$ cat src/rtl/gpio_rb_pkg.sv
package gpio_rb_pkg;

    localparam int unsigned OFS_W = 3;

    typedef enum logic [OFS_W-1:0] {
        OFS_PINS = 3'd0,
        OFS_SET  = 3'd1,
        OFS_CLR  = 3'd2,
        OFS_DOUT = 3'd3,
        OFS_DIN  = 3'd4
    } gpio_ofs_e;

    typedef struct packed {
        logic set_we;
        logic clr_we;
        logic dout_we;
        logic din_we;
    } gpio_wr_s;

    function automatic gpio_wr_s decode_write(input logic wr_en,
                                              input logic [OFS_W-1:0] ofs,
                                              input logic has_clr);
        gpio_wr_s s;
        s.set_we  = wr_en && (ofs == OFS_SET);
        s.clr_we  = wr_en && has_clr && (ofs == OFS_CLR);
        s.dout_we = wr_en && (ofs == OFS_DOUT);
        s.din_we  = wr_en && (ofs == OFS_DIN);
        return s;
    endfunction

    function automatic bit swap_allowed(input int unsigned w);
        return (w == 16) || (w == 32);
    endfunction

endpackage

$ cat src/rtl/gpio_rb_sync.sv
module gpio_rb_sync #(
    parameter int unsigned W = 32
) (
    input  logic         clk,
    input  logic         rst,
    input  logic [W-1:0] d,
    output logic [W-1:0] q
);
    logic [W-1:0] meta_q;
    logic [W-1:0] sync_q;

    always_ff @(posedge clk) begin
        if (rst) begin
            meta_q <= '0;
            sync_q <= '0;
        end else begin
            meta_q <= d;
            sync_q <= meta_q;
        end
    end

    assign q = sync_q;


    stage_order_chk: assert property (@(posedge clk) disable iff (rst)
        $past(!rst) |-> (sync_q == $past(meta_q)));
endmodule

$ cat src/rtl/gpio_rb_lanemap.sv
module gpio_rb_lanemap #(
    parameter int unsigned W      = 32,
    parameter bit          MIRROR = 1'b0,
    parameter bit          SWAP   = 1'b0
) (
    input  logic [W-1:0] src,
    output logic [W-1:0] dst
);
    localparam int unsigned NBYTES = W / 8;

    for (genvar i = 0; i < W; i++) begin : g_bit
        localparam int unsigned LANE = i / 8;
        localparam int unsigned POS  = i % 8;
        localparam int unsigned SIDX = SWAP ? (8 * (NBYTES - 1 - LANE) + POS) : i;
        localparam int unsigned MIDX = MIRROR ? (W - 1 - SIDX) : SIDX;
        assign dst[i] = src[MIDX];
    end
endmodule

$ cat src/rtl/gpio_rb_core.sv
module gpio_rb_core
    import gpio_rb_pkg::*;
#(
    parameter int unsigned W       = 32,
    parameter bit          HAS_CLR = 1'b1
) (
    input  logic         clk,
    input  logic         rst,
    input  gpio_wr_s     wr,
    input  logic [W-1:0] wline,
    output logic [W-1:0] latch_q,
    output logic [W-1:0] dir_q
);
    logic [W-1:0] latch_d;
    logic [W-1:0] dir_d;

    always_comb begin
        latch_d = latch_q;
        if (wr.set_we) begin
            latch_d = HAS_CLR ? (latch_q | wline) : wline;
        end else if (wr.clr_we) begin
            latch_d = latch_q & ~wline;
        end
    end

    always_comb begin
        dir_d = dir_q;
        if (wr.dout_we) begin
            dir_d = wline;
        end else if (wr.din_we) begin
            dir_d = ~wline;
        end
    end

    always_ff @(posedge clk) begin
        if (rst) begin
            latch_q <= '0;
            dir_q   <= '0;
        end else begin
            latch_q <= latch_d;
            dir_q   <= dir_d;
        end
    end


    reset_clears_chk: assert property (@(posedge clk)
        rst |=> (latch_q == '0 && dir_q == '0));


    idle_holds_chk: assert property (@(posedge clk) disable iff (rst)
        (wr == '0) |=> ($stable(latch_q) && $stable(dir_q)));


    din_inverts_chk: assert property (@(posedge clk) disable iff (rst)
        wr.din_we |=> (dir_q == ~$past(wline)));

    if (HAS_CLR) begin : g_clr_chk

        set_sets_chk: assert property (@(posedge clk) disable iff (rst)
            wr.set_we |=> ((latch_q & $past(wline)) == $past(wline)
                           && (latch_q & ~$past(wline)) == ($past(latch_q) & ~$past(wline))));

        clr_clears_chk: assert property (@(posedge clk) disable iff (rst)
            wr.clr_we |=> ((latch_q & $past(wline)) == '0
                           && (latch_q & ~$past(wline)) == ($past(latch_q) & ~$past(wline))));
    end else begin : g_plain_chk

        plain_copy_chk: assert property (@(posedge clk) disable iff (rst)
            wr.set_we |=> (latch_q == $past(wline)));
    end
endmodule

$ cat src/rtl/gpio_regblock.sv
module gpio_regblock
    import gpio_rb_pkg::*;
#(
    parameter int unsigned REG_W     = 32,
    parameter bit          MIRROR    = 1'b0,
    parameter bit          BYTE_SWAP = 1'b0,
    parameter bit          HAS_CLR   = 1'b1
) (
    input  logic             clk,
    input  logic             rst,
    input  logic             bus_sel,
    input  logic             bus_wr,
    input  logic [2:0]       bus_addr,
    input  logic [REG_W-1:0] bus_wdata,
    output logic [REG_W-1:0] bus_rdata,
    input  logic [REG_W-1:0] pad_in,
    output logic [REG_W-1:0] pad_oe,
    output logic [REG_W-1:0] pad_out
);
    localparam bit EFF_SWAP = BYTE_SWAP && swap_allowed(REG_W);

    logic [REG_W-1:0] wline;
    logic [REG_W-1:0] pins_sync;
    logic [REG_W-1:0] latch_q;
    logic [REG_W-1:0] dir_q;
    logic [REG_W-1:0] rd_line;
    logic [REG_W-1:0] rd_bus;
    gpio_wr_s         wr;
    logic             rd_en;

    assign wr    = decode_write(bus_sel && bus_wr, bus_addr, HAS_CLR);
    assign rd_en = bus_sel && !bus_wr;

    gpio_rb_lanemap #(.W(REG_W), .MIRROR(MIRROR), .SWAP(EFF_SWAP)) u_wmap (
        .src (bus_wdata),
        .dst (wline)
    );

    gpio_rb_sync #(.W(REG_W)) u_sync (
        .clk (clk),
        .rst (rst),
        .d   (pad_in),
        .q   (pins_sync)
    );

    gpio_rb_core #(.W(REG_W), .HAS_CLR(HAS_CLR)) u_core (
        .clk     (clk),
        .rst     (rst),
        .wr      (wr),
        .wline   (wline),
        .latch_q (latch_q),
        .dir_q   (dir_q)
    );

    always_comb begin
        case (bus_addr)
            OFS_PINS: rd_line = pins_sync;
            OFS_SET:  rd_line = latch_q;
            OFS_DOUT: rd_line = dir_q;
            OFS_DIN:  rd_line = ~dir_q;
            default:  rd_line = '0;
        endcase
    end

    gpio_rb_lanemap #(.W(REG_W), .MIRROR(MIRROR), .SWAP(EFF_SWAP)) u_rmap (
        .src (rd_line),
        .dst (rd_bus)
    );

    always_ff @(posedge clk) begin
        if (rst) begin
            bus_rdata <= '0;
        end else if (rd_en) begin
            bus_rdata <= rd_bus;
        end
    end

    assign pad_oe  = dir_q;
    assign pad_out = latch_q;


    rdata_hold_chk: assert property (@(posedge clk) disable iff (rst)
        !rd_en |=> $stable(bus_rdata));


    undef_read_zero_chk: assert property (@(posedge clk) disable iff (rst)
        (rd_en && bus_addr > 3'd4) |=> (bus_rdata == '0));
endmodule

$ cat config.mk
export PLATFORM = sky130hd
export DESIGN_NAME = gpio_regblock
export DESIGN_NICKNAME = d
export VERILOG_FILES = /design/src/rtl/gpio_rb_pkg.sv /design/src/rtl/gpio_rb_sync.sv /design/src/rtl/gpio_rb_lanemap.sv /design/src/rtl/gpio_rb_core.sv /design/src/rtl/gpio_regblock.sv
export SDC_FILE = /design/constraint.sdc
export NUM_CORES = 1
export LEC_CHECK = 0
export BUFFER_PORTS_ARGS = -buffer_cell sky130_fd_sc_hd__buf_2
export CAP_MARGIN = 20
export CELL_PAD_IN_SITES_DETAIL_PLACEMENT = 0
export CELL_PAD_IN_SITES_GLOBAL_PLACEMENT = 2
export CORE_MARGIN = 2
export CORE_UTILIZATION = 32
export DETAILED_ROUTE_END_ITERATION = 8
export HOLD_SLACK_MARGIN = 0.08
export PLACE_DENSITY = 0.89
export SYNTH_ARGS = -nofsm -noshare
export SYNTH_HDL_FRONTEND = slang
export SYNTH_SLANG_ARGS = --single-unit
$ cat constraint.sdc
create_clock -name clk -period 1.8 [get_ports clk]
set_input_delay 0.09 -clock clk [delete_from_list [all_inputs] [get_ports clk]]
set_output_delay 0.09 -clock clk [all_outputs]
set_load 0.01 [all_outputs]
==> impl_metrics.tcl <==
set metrics [dict create \
    final_layout_size_suffix_gt1_share_pct 26.2 \
    cts_tree "yes" \
    status "complete, no violations" \
    fin_util_pct 44.9 \
    grt_start_max_net_pins 81 \
    post_dp_cell_area_sq_mm 0.00745 \
    routed_via_density 4.62 \
    setup_viol 0 \
    grt_pass1_wl_um 28300 \
    synthesis.area_sq_mm 0.00631 \
    p_leak_nw 3.73 \
    setup_tns_ps 0 \
    fin_crit_sh_pct 66.7 \
    p_int_w 0.00627 \
    clock_latency_ps 430 \
    cts_max_level 4 \
    grtUsageTotal_pct 18.0 \
    drt_wl_total_um 18700 \
    cts_setup_buffers 0 \
    gp_congestion 0.742 \
    clock.fmax_mhz 833 \
    endpoint_kind "register" \
    io_buffers 166 \
    clockBufferDepth 2 \
    rrSetupSlack_ps 750 \
    worst_pin_slew_ps 669 \
    dpl.hpwl_um 12400 \
    worstSetupStartpointType "input pin" \
    slew_headroom_pct 55.4 \
    postLayoutCellArea_sq_mm 0.00871 \
    maxCapViolations 0 \
    critPathSlowestCell "or2_2" \
    ys_ff_latch 160 \
    cts_root_buf "clkbuf_16" \
    hold_class "input pin to register" \
    area_growth_pct 38.1 \
    skew_ps 6.83 \
    powerDensity_mw_per_mm2 948 \
    syn-instance-count 645 \
    cts_resized 0 \
    overflow 0 \
    syn_nets 716 \
    routedWlPerCell_um 16.4 \
    power_frac_seq_pct 44.8 \
    core_region_area_sq_mm 0.0194 \
    arrival_ps 1520 \
    synth.distinct_cells 26 \
    ir_drop_uv 633 \
    ant_nets 0 \
    initial_core_util_pct 32.5 \
    dieArea_sq_mm 0.0209 \
    ys_seq_area_share_pct 50.7 \
    cts_buffers 17 \
    dr.pass1.iters 4 \
    fin_crit_ps 1200 \
    p_comb_share_pct 9.3 \
    n_fill_cell 1907 \
    yosysWarnings 0 \
    cts.sinks 160 \
    mostFrequentLayoutCells "buf_2 (165), dfxtp_1 (160), nor2b_1 (96)" \
    rsz0062_at_grt "no" \
    netSwitchingFraction_pct 24.2 \
    crit_type "input pin to register" \
    slowest_delay_ps 610 \
    die_w_um 144 \
    drt_iter0_drc 208 \
    cp.required_ps 2120 \
    io-pin-count 167 \
    drc 0 \
    hold_path_depth 3 \
    switching_power_w 0.00200 \
    avgSynthCellArea_sq_um 9.79 \
    clk_pin_slew_ps 60 \
    grt_pass1_vias 5079 \
    maxSlewViolCount 0 \
    p_clk_share_pct 45.8 \
    final_common_cell "buf_2" \
    antenna_found_initial 0 \
    die_y_um 144 \
    placementRows 51 \
    worst-path-max-fanout 32 \
    worst_r2r_path_depth 4 \
    nets 932 \
    vias 5265 \
    finalHoldViolCount 0 \
    path_cells "buf_2, buf_4, or2_2, o21ai_0, a22o_1" \
    diodes 0 \
]
-- layer usage --
layer  GRT usage, %  vias to the layer above  share of wire [%]
li1               -                     2677                  -
met1           23.4                     2412                 47
met2           29.2                      154                 45
met3           4.67                       22                5.6
met4           6.23                        0                1.7
met5              0                        -                  0
-- area by class of cell --
type,instances,area [sq um],share of cell area [%]
Clock inverter,14,180,2.07
Clock buffer,18,439,5.04
Sequential cell,160,3200,36.8
Timing Repair Buffer,252,1680,19.2
Inverter,1,3.75,0.0431
Multi-Input combinational cell,429,2880,33.1
Tap cell,265,332,3.80
-- stage by stage --
step                      power (W)  worst slack, ps  instances  hold slack, ps
final                       0.00826              600       1139             192
after global routing        0.00856              462       1139             215
after CTS                   0.00836              596       1139             191
after detailed placement    0.00446              142       1043             303
after global placement      0.00445              139       1043             301
after floorplan             0.00416              476        645             187
-- critical path, delay by kind of cell --
| kind | cells | cell delay, ps |
|---|---|---|
| simple gates | 1 | 610 |
| buf+inv | 2 | 400 |
| compound gates | 2 | 420 |
-- power groups by stage --
stage               Combinational (W)  Sequential (W)  Clock (W)
finish                       0.000771         0.00370    0.00379
global route                 0.000845         0.00372    0.00400
CTS                          0.000781         0.00371    0.00387
detailed placement           0.000672         0.00379          0
global placement             0.000668         0.00378          0
floorplan                    0.000372         0.00379          0
-- Yosys cell counts --
cell type	instances	area [sq um]
buf_1	1	3.75
a21oi_4	1	16.3
and2_1	1	6.26
clkbuf_1	29	109
inv_1	1	3.75
mux2i_1	32	320
nand3b_1	1	7.51
a211oi_1	32	240
a2bb2oi_1	32	280
buf_6	3	33.8
nor2b_1	96	601
buf_4	2	15.0
xor2_1	32	280
mux2_2	1	11.3
dfxtp_1	160	3200
a21oi_1	65	325
a21o_1	1	7.51
o21ai_0	32	160
or2_2	1	6.26
nand2_1	65	244
or3b_1	1	8.76
nor4b_2	2	30.0
a22o_1	32	280
buf_2	20	100
nor3_2	1	10.0
xnor2_1	1	8.76
-- path summary, 6_finish.rpt --
| kind | start | endpoint |
|---|---|---|
| worst min-delay path | rst | u_core.dir_q[10]$_SDFFE_PP0P_ |
| worst max-delay path | bus_addr[2] | bus_rdata[4]$_SDFFE_PP0P_ |
| worst min register to register | u_sync.meta_q[20]$_SDFF_PP0_ | u_sync.q[20]$_SDFF_PP0_ |
| worst max register to register | u_core.dir_q[30]$_SDFFE_PP0P_ | bus_rdata[30]$_SDFFE_PP0P_ |
-- cells by family after synthesis --
family | share of synthesized area (%)
xor gates and xnor gates | 4.58
buffers and inverters | 4.20
muxes | 5.25
DFF | 50.7
and+or+nand+nor | 14.5
AOI/OAI and AO/OA | 20.8
-- repair_timing --
item	CTS	global route
hold buffers	64	0
hold endpoints to repair	96	0
endpoints found under the setup margin	0	0
Power figures use the tool's default switching activity.
